==> src/rtl/qe_pkg.sv <==
package qe_pkg;
  localparam int N_OPD     = 4;  // operand registers: A, B, C, x
  localparam int N_SCRATCH = 2;  // A and B may take ALU results

  typedef enum logic [3:0] {
    ST_LD_A, ST_LD_B, ST_LD_C, ST_LD_X,
    ST_MUL_BX, ST_ADD_AB, ST_MUL_CX, ST_MUL_BX2,
    ST_FIN, ST_HOLD
  } qe_state_e;

  typedef enum logic [1:0] {
    SRC_A = 2'd0,
    SRC_B = 2'd1,
    SRC_C = 2'd2,
    SRC_X = 2'd3
  } qe_src_e;

  typedef enum logic {
    OP_ADD = 1'b0,
    OP_MUL = 1'b1
  } qe_op_e;

  typedef struct packed {
    logic    ld_a;
    logic    ld_b;
    logic    ld_c;
    logic    ld_x;
    logic    ld_r;
    logic    use_alu;
    qe_src_e sel_p;
    qe_src_e sel_q;
    qe_op_e  op;
  } qe_ctl_t;
endpackage

==> src/rtl/qe_reg.sv <==
module qe_reg #(
  parameter int W = 8
) (
  input  logic         clk,
  input  logic         rst_n,
  input  logic         en,
  input  logic [W-1:0] d,
  output logic [W-1:0] q
);
  always_ff @(posedge clk or negedge rst_n) begin
    if (!rst_n)  q <= '0;
    else if (en) q <= d;
  end
endmodule

==> src/rtl/qe_opmux.sv <==
module qe_opmux #(
  parameter int W = 8,
  parameter int N = 4,
  localparam int SW = $clog2(N)
) (
  input  logic [N*W-1:0] srcs,
  input  logic [SW-1:0]  sel,
  output logic [W-1:0]   y
);
  always_comb y = srcs[sel*W +: W];
endmodule

==> src/rtl/qe_alu.sv <==
module qe_alu import qe_pkg::*; #(
  parameter int W = 8
) (
  input  qe_op_e       op,
  input  logic [W-1:0] p,
  input  logic [W-1:0] q,
  output logic [W-1:0] y
);
  logic [W-1:0] sum;
  logic [W-1:0] prod;

  always_comb begin
    sum  = p + q;
    prod = p * q;
    y    = (op == OP_MUL) ? prod : sum;
  end
endmodule

==> src/rtl/qe_ctrl.sv <==
module qe_ctrl import qe_pkg::*; (
  input  logic    clk,
  input  logic    rst_n,
  input  logic    in_valid,
  output logic    in_ready,
  output qe_ctl_t ctl,
  output logic    done
);
  qe_state_e state_q, state_d;

  always_ff @(posedge clk or negedge rst_n) begin
    if (!rst_n) begin
      state_q <= ST_LD_A;
      done    <= 1'b0;
    end else begin
      state_q <= state_d;
      done    <= (state_q == ST_FIN);
    end
  end

  always_comb begin
    state_d   = state_q;
    in_ready  = 1'b0;
    ctl       = '0;
    ctl.sel_p = SRC_A;
    ctl.sel_q = SRC_B;
    ctl.op    = OP_ADD;
    unique case (state_q)
      ST_LD_A: begin
        in_ready = 1'b1;
        ctl.ld_a = in_valid;
        if (in_valid) state_d = ST_LD_B;
      end
      ST_LD_B: begin
        in_ready = 1'b1;
        ctl.ld_b = in_valid;
        if (in_valid) state_d = ST_LD_C;
      end
      ST_LD_C: begin
        in_ready = 1'b1;
        ctl.ld_c = in_valid;
        if (in_valid) state_d = ST_LD_X;
      end
      ST_LD_X: begin
        in_ready = 1'b1;
        ctl.ld_x = in_valid;
        if (in_valid) state_d = ST_MUL_BX;
      end
      ST_MUL_BX: begin           // B <- B*x
        ctl.sel_p   = SRC_B;
        ctl.sel_q   = SRC_X;
        ctl.op      = OP_MUL;
        ctl.use_alu = 1'b1;
        ctl.ld_b    = 1'b1;
        state_d     = ST_ADD_AB;
      end
      ST_ADD_AB: begin           // A <- A + B*x
        ctl.sel_p   = SRC_A;
        ctl.sel_q   = SRC_B;
        ctl.op      = OP_ADD;
        ctl.use_alu = 1'b1;
        ctl.ld_a    = 1'b1;
        state_d     = ST_MUL_CX;
      end
      ST_MUL_CX: begin           // B <- C*x
        ctl.sel_p   = SRC_C;
        ctl.sel_q   = SRC_X;
        ctl.op      = OP_MUL;
        ctl.use_alu = 1'b1;
        ctl.ld_b    = 1'b1;
        state_d     = ST_MUL_BX2;
      end
      ST_MUL_BX2: begin          // B <- C*x*x
        ctl.sel_p   = SRC_B;
        ctl.sel_q   = SRC_X;
        ctl.op      = OP_MUL;
        ctl.use_alu = 1'b1;
        ctl.ld_b    = 1'b1;
        state_d     = ST_FIN;
      end
      ST_FIN: begin              // R <- A + B
        ctl.sel_p   = SRC_A;
        ctl.sel_q   = SRC_B;
        ctl.op      = OP_ADD;
        ctl.ld_r    = 1'b1;
        state_d     = ST_HOLD;
      end
      ST_HOLD: state_d = ST_HOLD;
      default: state_d = ST_LD_A;
    endcase
  end
endmodule

==> src/rtl/qe_dpath.sv <==
module qe_dpath import qe_pkg::*; #(
  parameter int W = 8
) (
  input  logic         clk,
  input  logic         rst_n,
  input  qe_ctl_t      ctl,
  input  logic [W-1:0] in_data,
  output logic [W-1:0] result
);
  logic [W-1:0]       opd_q [N_OPD];
  logic [N_OPD-1:0]   opd_ld;
  logic [N_OPD*W-1:0] opd_flat;
  logic [W-1:0]       mux_p, mux_q, alu_y;

  assign opd_ld = {ctl.ld_x, ctl.ld_c, ctl.ld_b, ctl.ld_a};

  for (genvar i = 0; i < N_OPD; i++) begin : g_opd
    logic [W-1:0] d;
    if (i < N_SCRATCH) begin : g_scratch
      assign d = ctl.use_alu ? alu_y : in_data;
    end else begin : g_fixed
      assign d = in_data;
    end
    qe_reg #(.W(W)) u_reg (
      .clk  (clk),
      .rst_n(rst_n),
      .en   (opd_ld[i]),
      .d    (d),
      .q    (opd_q[i])
    );
    assign opd_flat[i*W +: W] = opd_q[i];
  end

  qe_opmux #(.W(W), .N(N_OPD)) u_mux_p (
    .srcs(opd_flat), .sel(ctl.sel_p), .y(mux_p)
  );
  qe_opmux #(.W(W), .N(N_OPD)) u_mux_q (
    .srcs(opd_flat), .sel(ctl.sel_q), .y(mux_q)
  );

  qe_alu #(.W(W)) u_alu (
    .op(ctl.op), .p(mux_p), .q(mux_q), .y(alu_y)
  );

  qe_reg #(.W(W)) u_res (
    .clk  (clk),
    .rst_n(rst_n),
    .en   (ctl.ld_r),
    .d    (alu_y),
    .q    (result)
  );
endmodule

==> src/rtl/quad_eval.sv <==
module quad_eval import qe_pkg::*; #(
  parameter int W = 8
) (
  input  logic         clk,
  input  logic         rst_n,
  input  logic         in_valid,
  output logic         in_ready,
  input  logic [W-1:0] in_data,
  output logic [W-1:0] result,
  output logic         done
);
  qe_ctl_t ctl;

  qe_ctrl u_ctrl (
    .clk     (clk),
    .rst_n   (rst_n),
    .in_valid(in_valid),
    .in_ready(in_ready),
    .ctl     (ctl),
    .done    (done)
  );

  qe_dpath #(.W(W)) u_dpath (
    .clk    (clk),
    .rst_n  (rst_n),
    .ctl    (ctl),
    .in_data(in_data),
    .result (result)
  );
endmodule

==> config.mk <==
export PLATFORM = sky130hd
export DESIGN_NAME = quad_eval
export DESIGN_NICKNAME = d
export VERILOG_FILES = /design/src/rtl/qe_pkg.sv /design/src/rtl/qe_reg.sv /design/src/rtl/qe_opmux.sv /design/src/rtl/qe_alu.sv /design/src/rtl/qe_ctrl.sv /design/src/rtl/qe_dpath.sv /design/src/rtl/quad_eval.sv
export SDC_FILE = /design/constraint.sdc
export NUM_CORES = 1
export LEC_CHECK = 0
export BUFFER_PORTS_ARGS = -buffer_cell sky130_fd_sc_hd__buf_2
export CAP_MARGIN = 25
export CORE_UTILIZATION = 57
export CTS_BUF_LIST = sky130_fd_sc_hd__clkbuf_2
export DETAILED_ROUTE_END_ITERATION = 8
export PLACE_DENSITY = 0.79
export SLEW_MARGIN = 20
export SYNTH_ARGS = -nofsm -noshare
export SYNTH_HDL_FRONTEND = slang
export SYNTH_SLANG_ARGS = --single-unit
==> constraint.sdc <==
create_clock -name clk -period 4.29 [get_ports clk]
set_input_delay 0.2145 -clock clk [delete_from_list [all_inputs] [get_ports clk]]
set_output_delay 0.2145 -clock clk [all_outputs]
set_load 0.02 [all_outputs]
# Word-level counts from Yosys, hierarchy flattened
# Index checks and enable logic that the tools add are counted.
totals:
  reg_bits: 45
  latch_bits: 0
  mem_bits_rw: 0
  rom_bits: 0
  in_bits: 11
  mem_count: 0
op_classes:
  n_addsub: 1
  multipliers: 1
  div: 0
  order_cmp: 0
  eq_ne: 13
  n_shift: 2
  n_mux: 15
  bitwise_logic: 0
  reduce_logical: 7
op_table:
  columns: ["operator", "n"]
  rows:
  - ["$shiftx 32x6->8", 2]
  - ["$pmux 4 s9", 1]
  - ["$eq 4x3->1 const B", 4]
  - ["$mux 4", 4]
  - ["$mux 8", 2]
  - ["$pmux 5 s2", 1]
  - ["$add 8x8->8", 1]
  - ["$eq 4x2->1 const B", 2]
  - ["$eq 4x4->1 const B", 2]
  - ["$mul 8x8->8", 1]
  - ["$ne 2x2->1 const B", 4]
  - ["$reduce_or 4->1", 2]
  - ["$mux 1", 5]
  - ["$eq 4x1->1 const B", 1]
  - ["$logic_not 4->1", 1]
  - ["$pmux 1 s2", 2]
  - ["$reduce_and 4->1", 1]
  - ["$reduce_or 2->1", 2]
  - ["$reduce_or 3->1", 1]

# Logic depth before layout (Yosys ltp)
# Gate-level depths: netlist (run 1).
depth:
  depth_word: 7
  ltp_mapped: 22
  ltp_nobuf: 20

# Hierarchy
# Synthesis (run 1) repeated with hierarchy kept, for this count alone.
unflattened:
  hier_cells: 310
  area_unflattened_um2: 3739.8
modules_own_cells:
  columns: ["mod", "n_inst", "cells_per_inst", "area_per_inst_um2"]
  rows:
  - ["qe_reg", 5, 17, 331.6]
  - ["qe_alu", 1, 158, 1241.2]
  - ["qe_opmux", 2, 10, 196.4]
  - ["qe_ctrl", 1, 38, 316.6]
  - ["qe_dpath", 1, 9, 131.4]

# Worst setup path before layout (run 1)
# OpenSTA, ideal clock, no wires.
synth_timing:
  path_type: "register -> register"
  start: "register u_ctrl.state_q[3]"
  end: "register u_dpath.g_opd[1].u_reg.q[6]"
  setup_time_ns: 0.110
  arrival_time_ns: 4.460
  setup_slack_ns: -0.280
  stages_incl_launch_ff: 22
  path_buffers: 2
  period_less_slack_ns: 4.570
  path_cell_list: "dfrtp_1 nand2b_1 buf_4 nor2_8 buf_6 o22ai_1 inv_1 ha_1 inv_1 fa_1 inv_1 ha_1 fa_1 inv_1 fa_1 inv_1 ha_1 xor2_1 nor2_1 a31oi_1 and2_1 o41ai_1"
synth_via:
  elab_chain_cells: 7
  word_cells_on_any_way: 17
synth_lines:
  columns: ["item", "line", "text"]
  rows:
  - ["start, declared", "qe_ctrl.sv:9", "qe_state_e state_q, state_d;"]
  - ["start signal, assigned", "qe_ctrl.sv:16", "state_q <= state_d;"]
  - ["$eq 4x3->1", "qe_ctrl.sv:28", "unique case (state_q)"]
  - ["$reduce_or 2->1 (no source line)", null, null]
  - ["$pmux 5 s2", "qe_ctrl.sv:28", null]
  - ["$shiftx 32x6->8", "qe_opmux.sv:10", "always_comb y = srcs[sel*W +: W];"]
  - ["$mul 8x8->8 / $add 8x8->8 (equally long branches)", "qe_alu.sv:14, qe_alu.sv:13", null]
  - ["$mux 8", "qe_alu.sv:15", "y = (op == OP_MUL) ? prod : sum;"]
  - ["$mux 8", "qe_dpath.sv:20", "assign d = ctl.use_alu ? alu_y : in_data;"]
  - ["end signal, assigned", "qe_reg.sv:11", "if (!rst_n) q <= '0;"]
  - ["end signal, assigned", "qe_reg.sv:12", "else if (en) q <= d;"]
  - ["end, declared", "qe_reg.sv:8", "output logic [W-1:0] q"]
# Several ways; a longest one is shown, not always the timed one.
# A chain may end at the register's enable or synchronous reset.

# Worst setup path after layout (run 1)
layout_timing:
  start: "register u_ctrl.state_q[0]"
  end: "register u_dpath.g_opd[0].u_reg.q[6]"
layout_via:
  elab_chain_cells: 7
  word_cells_on_any_way: 16
layout_lines:
  columns: ["item", "line"]
  rows:
  - ["$eq 4x3->1", "qe_ctrl.sv:28"]
  - ["$reduce_or 2->1 (no source line)", null]
  - ["$pmux 5 s2", "qe_ctrl.sv:28"]
  - ["$shiftx 32x6->8", "qe_opmux.sv:10"]
  - ["$mul 8x8->8 / $add 8x8->8 (equally long branches)", "qe_alu.sv:14, qe_alu.sv:13"]
  - ["$mux 8", "qe_alu.sv:15"]
  - ["$mux 8", "qe_dpath.sv:20"]
  - ["end signal, assigned", "qe_reg.sv:11"]
  - ["end signal, assigned", "qe_reg.sv:12"]
  - ["end, declared", "qe_reg.sv:8"]
# Several ways; a longest one is shown, not always the timed one.

==> results of run 1 <==
[layer usage]
metal / global-route usage / share of wire / wire length (µm)
met2: 0.510 / 0.50 / 4370
met3: 0.0517 / 0.047 / 416
met1: 0.386 / 0.43 / 3770
met4: 0.0982 / 0.025 / 218
met5: 0 / 0 / 0
[logic make-up (layout without fill, tap and decap cells)]
| group | count (synthesis) | after routing | share of synthesized area |
|---|---|---|---|
| xor+xnor | 21 | 21 | 0.0629 |
| compound gates | 65 | 65 | 0.123 |
| fa+ha+maj | 36 | 36 | 0.162 |
| simple gates | 94 | 94 | 0.130 |
| buf+inv | 52 | 131 | 0.0633 |
| mux | 39 | 39 | 0.127 |
| flops | 45 | 45 | 0.333 |
[timing repair]
item                                    CTS  global route
pin swaps                                29            13
hold buffers                              3             1
endpoints found under the hold margin    47             1
gates resized for setup                  36             6
setup buffers                             9             8
endpoints found under the setup margin    6             9
[metrics by stage]
step	TNS, ns	util	cell area [µm²]	total power, mW
after floorplan	-0.0316	-	3470	0.469
after global placement	-0.633	0.694	3890	0.503
after detailed placement	-0.979	0.694	3890	0.504
after CTS	-0.0724	0.751	4210	0.754
after global routing	-2.17	0.771	4320	0.778
final	-0.951	0.771	4320	0.755
[critical path: cells and delay by family (launching register included)]
kind                     cells  cell delay, ns
multiplexers                 1            0.18
XOR/XNOR                     1            0.17
AO/OA/AOI/OAI                2            0.28
flip-flops                   1            0.52
AND/OR/NAND/NOR              5            0.66
buffers and inverters        5            0.38
adder cells (fa/ha/maj)      5            2.19
[report_power, final]
part	leakage [nW]	switching (mW)	internal (mW)
logic	1.58	0.0399	0.0308
registers	0.583	0.00389	0.431
clock network	0.0432	0.148	0.102
[area by class of cell]
class,instances,area (µm²),area share
clock buffers,6,30.0,0.00695
clock inverters,2,38.8,0.00898
inverters,39,149,0.0345
multi-input cells,255,2250,0.520
flip-flops and latches,45,1130,0.261
well taps,72,90.1,0.0208
repair buffers,84,638,0.148
[cells in the mapped netlist, types with 2 or more instances]
library cell | instances | share of area
a21boi_0 | 2 | 0.0044
a21o_1 | 3 | 0.0067
a21oi_1 | 22 | 0.033
a2bb2oi_2 | 2 | 0.0089
and2_1 | 5 | 0.0093
buf_2 | 3 | 0.0044
buf_4 | 2 | 0.0044
clkbuf_1 | 6 | 0.0067
dfrtp_1 | 45 | 0.33
fa_1 | 13 | 0.077
ha_1 | 23 | 0.085
inv_1 | 39 | 0.043
mux2_2 | 30 | 0.10
mux2i_1 | 9 | 0.027
nand2_1 | 30 | 0.033
nand2b_1 | 3 | 0.0056
nor2_1 | 37 | 0.041
nor2b_1 | 5 | 0.0093
nor3_1 | 4 | 0.0059
nor3b_1 | 2 | 0.0044
o21a_1 | 2 | 0.0044
o21ai_0 | 18 | 0.027
o22a_1 | 3 | 0.0078
o22ai_1 | 7 | 0.013
o31ai_1 | 2 | 0.0044
or3_1 | 3 | 0.0056
xnor2_1 | 14 | 0.036
xor2_1 | 4 | 0.010
[registers in the layout (all words and copies together) (netlist names)]
signal	cells
u_dpath.g_opd.u_reg.q	32
u_dpath.u_res.q	8
u_ctrl.state_q	4
u_ctrl.done	1
[final timing paths]
kind | from | to | slack (ns) | depth (start not counted)
max | u_ctrl.state_q[0]$_DFFE_PN0P_ | u_dpath.g_opd[0].u_reg.q[6]$_DFFE_PN0P_ | -0.20 | 19
min | in_data[4] | u_dpath.g_opd[2].u_reg.q[4]$_DFFE_PN0P_ | 0.02 | 2
max reg2reg | u_ctrl.state_q[0]$_DFFE_PN0P_ | u_dpath.g_opd[0].u_reg.q[6]$_DFFE_PN0P_ | -0.20 | 19
min reg2reg | u_dpath.g_opd[0].u_reg.q[7]$_DFFE_PN0P_ | u_dpath.g_opd[0].u_reg.q[7]$_DFFE_PN0P_ | 0.53 | 2
max in group asynchronous | rst_n | u_ctrl.state_q[1]$_DFFE_PN0P_ | 3.64 | 3
min in group asynchronous | rst_n | u_dpath.g_opd[3].u_reg.q[0]$_DFFE_PN0P_ | 0.16 | 2
==> results.md, run 1 <==
- Status: finished, violations left
- Failing checks: negative setup slack
- CTS clk-pin slew, worst paths: about 0.23 ns
- Gr ovfl total: 0
- Site Rows: 27
- Die W: ~79 µm
- Final Max Tran Viols: 0
- Skew-Pair Late Insertion Delay: about 0.44 ns
- Number of flops mapped to enable cells by yosys: 0
- Die ar.: 6240 µm²
- Highest clock rate: around 220 MHz
- Crit path largest cell delay: about 0.54 ns
- Seq cells post-synth: 45
- MaxCap Viol Count: 0
- Initial DRC Count: around 190
- Worst-margin pin slew: around 0.8 ns
- FFs w/ async S/R, synth: 1.00
- Crit path launch type: register
- Layout Cells excl Fill: about 500
- Ys Warns: 0
- Die height: 79.0 µm
- Final ANT Viol Nets: 0
- Synth Cell Area: roughly 3400 µm²
- Max VDD drop: 0.000174 V
- Seq/Total Area, Yosys: 0.333
- Vias in the first global route: about 3k
- Worst path required time: around 4.6 ns
- Primary FF master, synth: dfrtp_1
- Routability cong.: 0.929
- Layout cells sized above 1: 0.387
- Number of diodes: 0
- CP max stage cell: fa_1
- Final hold slack: between 0.015 and 0.02 ns
- Period minus WS final: approximately 4.5 ns
- Rel. slew slack: 0.456
- Arrival @ worst endpoint: ~4.8 ns
- CTS Buf Count: 5
- Syn nets: ~400
- First-pass GRT wire length: between 10000 and 15000 µm
- RSZ-0062 raised after global routing: yes
- Final Hold Vio Count: 0
- Worst Clk Skew: 0.0135 ns
- Initial core utilization: 0.603
- Cell variety after synth: 42
- Clock Root Buffer: clkbuf_2
- Dpl cells: 472
- Critical path type: register to register
- Crit path top cell by count: inv_2
- DR vias: 2853
- Final setup violation count: 6
- Total Wirelength: 8780 µm
- Max FO, Critical Path: 6
- Static Leakage: between 2 and 2.5 nW
- Fillers: 383
- Most common cell after layout, fill and taps aside: buf_4
- Drt first pass iters: 5
- CTS Buffer Depth: 2
- Critical Path, Cell by Cell: nor2b_4, nor2_8, buf_6, mux2i_4, inv_2, nand2_2, fa_2, fa_1, inv_2, fa_1, inv_2, fa_2, inv_2, ha_4, xor2_2, nor2_1, a31oi_1, and2_4, o31ai_1
- Port Buffer Count: 20
- Initial antenna violation count: 0
- # clock sinks: 45
- Setup slack after layout: -0.195 ns
- Core Area: around 5600 µm²
- Synthesized netlist cell count: approximately 350
- Hold Path Class: input port to register
- Hpwl dp: approximately 6300 µm
- Total GRT Usage: 0.300
- Largest net degree at the start of global routing: between 40 and 50
- Avg WL per Cell: 17.4 µm
- Pwr Density: 175 nW/µm²
- H-tree Lvls: 2
- TritonCTS clock tree: yes
- I/O pin cnt: 21
- Syn Area/Cell: 9.60 µm²
- # DRC: 0
- Commonest non-fill, non-tap cells in the layout: buf_4 (52), dfrtp_1 (43), nor2_1 (37), inv_1 (28), mux2_2 (28)
- Area delta synth->final: 27.8%
- Final worst-path cycle share: 1.05
- Setup crit end kind: register
- Layout Nets: 477
- Vias per cell: ~5.7
- Dpl ws: -0.230 ns
(Power assumes the default switching activity.)
==> run 2, diff against run 1 <==
--- a/config.mk
+++ b/config.mk
@@ -11,6 +11,7 @@
 export CTS_BUF_LIST = sky130_fd_sc_hd__clkbuf_2
 export DETAILED_ROUTE_END_ITERATION = 8
 export PLACE_DENSITY = 0.79
+export SETUP_SLACK_MARGIN = 0.3
 export SLEW_MARGIN = 20
 export SYNTH_ARGS = -nofsm -noshare
 export SYNTH_HDL_FRONTEND = slang
==> results.md, run 2 (synthesis gave the netlist of run 1 again) <==
- Initial core utilization: 0.603 (unchanged)
- I/O pin cnt: 21 (unchanged)
- Reg with most FFs: u_dpath.g_opd.u_reg.q
- Failing checks: negative setup slack
- Int Power: 0.493 mW (-12%)
- Commonest non-fill, non-tap cells in the layout: dfrtp_1 (44), buf_4 (42), nor2_1 (33), mux2_2 (28), inv_1 (27)
- Die W: 79.0 µm (unchanged)
- Final hold slack: 0.0385 ns (+0.0201 ns)
- Max Used Layer: met5
- Area delta synth->final: 24.4%
- Worst Clk Skew: 0.0280 ns (+0.0145 ns)
- CTS Buffer Depth: 2 (unchanged)
- Worst-margin pin slew: 0.897 ns (+0.0842 ns)
- Max VDD drop: 0.000155 V (-11%)
- Arrival @ worst endpoint: 4.76 ns (-0.06 ns)
- Logic pwr share: 0.103 (+0.009)
- Largest net degree at the start of global routing: 46 (unchanged)
- Largest regs: u_dpath.g_opd.u_reg.q: 32 flops, u_dpath.u_res.q: 8 flops, u_ctrl.state_q: 4 flops
- Met3 wire len: 429 µm (+3.1%)
- Reg2Reg Launch Point: u_ctrl.state_q[0]$_DFFE_PN0P_
- Layout Cells excl Fill: 487 (-3.2%)
- Final worst-path cycle share: 1.03 (-0.0170)
- Vias in the first global route: 2806 (-3.8%)
- Sw power: 0.179 mW (-6.5%)
- Final Hold Vio Count: 0 (unchanged)
- Wire length on met1: 3690 µm (-2.1%)
- Most common cell after layout, fill and taps aside: dfrtp_1
- Drt first pass iters: 4 (-1)
- Fin Setup TNS: -0.368 ns (+0.583 ns)
- First-pass GRT wire length: 13600 µm (-2.7%)
- Vias per cell: 5.85 (+3.1%)
- Register area: 1130 µm² (-0.11%)
- Final Max Tran Viols: 0 (unchanged)
- Util after Layout: 0.750 (-0.0210)
- CTS clk-pin slew, worst paths: 0.23 ns (about the same)
- MaxCap Viol Count: 0 (unchanged)
- Hold Path Depth: 2 (unchanged)
- Setup slack after layout: -0.122 ns (+0.0729 ns)
- DR vias: 2849 (-0.14%)
- Final ANT Viol Nets: 0 (unchanged)
- Critical path type: register to register
- Pwr Density: 160 nW/µm² (-8.4%)
- Avg WL per Cell: 17.6 µm (+0.81%)
- Worst path required time: 4.64 ns (+0.02 ns)
- Hold Path End: u_dpath.g_opd[2].u_reg.q[7]$_DFFE_PN0P_
- Net Sw Frac: 0.267 (+0.0127)
- Final setup violation count: 6 (unchanged)
- Initial DRC Count: 202 (+7.4%)
- Number of diodes: 0 (unchanged)
- Highest clock rate: 227 MHz (+1.7%)
- Core Area: 5610 µm² (unchanged)
- Die height: 79.0 µm (unchanged)
- Flop pwr share: 0.646 (+0.071)
- Max FO, Critical Path: 7 (+1)
- Port Buffer Count: 20 (unchanged)
- Hold Path Class: input port to register
- RSZ-0062 raised after global routing: yes
- Initial antenna violation count: 1 (+1)
- Fillers: 388 (+1.3%)
- Met2 wire len: 4180 µm (-4.5%)
- Worst reg2reg path depth: 18 (-1)
- # clock sinks: 45 (unchanged)
- Gr ovfl total: 0 (unchanged)
- R2R Setup Slk: -0.12 ns (+0.07 ns)
- Period minus WS final: 4.41 ns (-0.0729 ns)
- Hold Startpoint: in_data[7]
- CTS Buf Count: 5 (unchanged)
- Skew-Pair Late Insertion Delay: 0.42 ns (-0.02 ns)
- # DRC: 0 (unchanged)
- Layout Nets: 462 (-3.1%)
- TritonCTS clock tree: yes
- H-tree Lvls: 2 (unchanged)
- Static Leakage: 2.08 nW (-5.8%)
- Dpl cells: 469 (-0.64%)
- Total Wirelength: 8570 µm (-2.4%)
- Die ar.: 6240 µm² (unchanged)
- Layout cells sized above 1: 0.405 (+0.0173)
- Routability cong.: 0.996 (+7.3%)
- Total GRT Usage: 0.288 (-0.0114)
- Max FFs per register: 32 (unchanged)
- Area taken by multi-input logic gates: 2300 µm² (+2.6%)
- Crit path launch type: register
- Site Rows: 27 (unchanged)
- Clock Root Buffer: clkbuf_2
- Hpwl dp: 6220 µm (-0.72%)
- Clock share of power: 0.251 (-0.080)
- Status: finished, violations left
- Setup crit end kind: register
- R2R Path End: u_dpath.g_opd[0].u_reg.q[6]$_DFFE_PN0P_
- Rel. slew slack: 0.400 (-0.0563)
## run 2: changes by cell type in the layout (fill, tap and decap cells not counted), sizes merged
cell / delta
dlygate4sd3: -3
clkinvlp: +1
buf: -12
bufinv: -1
clkbuf: -1
## run 2: what timing repair did
item	in CTS	in global routing
endpoints found under the setup margin	9	12
pin swaps	8	13
gates resized for setup	12	28
setup buffers	7	3
hold buffers	1	0
endpoints found under the hold margin	45	0
## run 2: metrics by stage
stage	power [mW]	cell area [µm²]	setup slack, ns
after floorplan	0.471	3520	0.134
after global placement	0.502	3920	-0.0411
after detailed placement	0.504	3920	-0.148
after CTS	0.674	4070	-0.0396
after global routing	0.699	4200	-0.197
final	0.673	4200	-0.122
## run 2: area by class of cell
type,instances,share of cell area
clock buffer,5,0.00595
clock inverter,2,0.00268
inverter,39,0.0348
multi-input combinational,255,0.548
sequential,45,0.268
tap,72,0.0214
timing repair buffer,69,0.119
## run 2: how the worst max path moves through the flow
stage,from,end,depth (start not counted)
2_1_floorplan,u_ctrl.state_q[3]$_DFFE_PN0P_,u_dpath.g_opd[1].u_reg.q[6]$_DFFE_PN0P_,19
3_3_place_gp,u_ctrl.state_q[0]$_DFFE_PN0P_,u_dpath.g_opd[1].u_reg.q[5]$_DFFE_PN0P_,20
3_5_place_dp,u_ctrl.state_q[0]$_DFFE_PN0P_,u_dpath.g_opd[0].u_reg.q[6]$_DFFE_PN0P_,19
4_1_cts,u_ctrl.state_q[0]$_DFFE_PN0P_,u_dpath.g_opd[0].u_reg.q[6]$_DFFE_PN0P_,19
5_1_grt,u_ctrl.state_q[0]$_DFFE_PN0P_,u_dpath.g_opd[0].u_reg.q[6]$_DFFE_PN0P_,20
6_report,u_ctrl.state_q[0]$_DFFE_PN0P_,u_dpath.g_opd[0].u_reg.q[6]$_DFFE_PN0P_,18
## run 2: worst max-delay path: stages, from the launching register on
cell	delay, ns
dfrtp_1	0.48
buf_6	0.17
mux2i_4	0.19
a21oi_2	0.16
o22a_2	0.24
nand2_2	0.08
fa_2	0.38
fa_1	0.48
inv_1	0.05
fa_1	0.48
inv_1	0.05
fa_1	0.49
inv_2	0.05
ha_4	0.22
xor2_2	0.19
nor2_2	0.12
a31oi_2	0.07
and2_4	0.21
o31ai_2	0.24
## run 2: power by group through the flow
| stage | combinational (mW) | sequential [mW] | clock [mW] |
|---|---|---|---|
| global placement | 0.0605 | 0.441 | 0 |
| detailed placement | 0.0628 | 0.442 | 0 |
| finish | 0.0695 | 0.434 | 0.169 |
| CTS | 0.0652 | 0.434 | 0.174 |
| floorplan | 0.0258 | 0.445 | 0 |
| global route | 0.0757 | 0.436 | 0.188 |
## run 2: metal layers
layer / GRT usage / vias up
met2: 0.494 / 108
li1: - / 1296
met3: 0.0391 / 29
met4: 0.0927 / 2
met1: 0.376 / 1414
met5: 0 / -
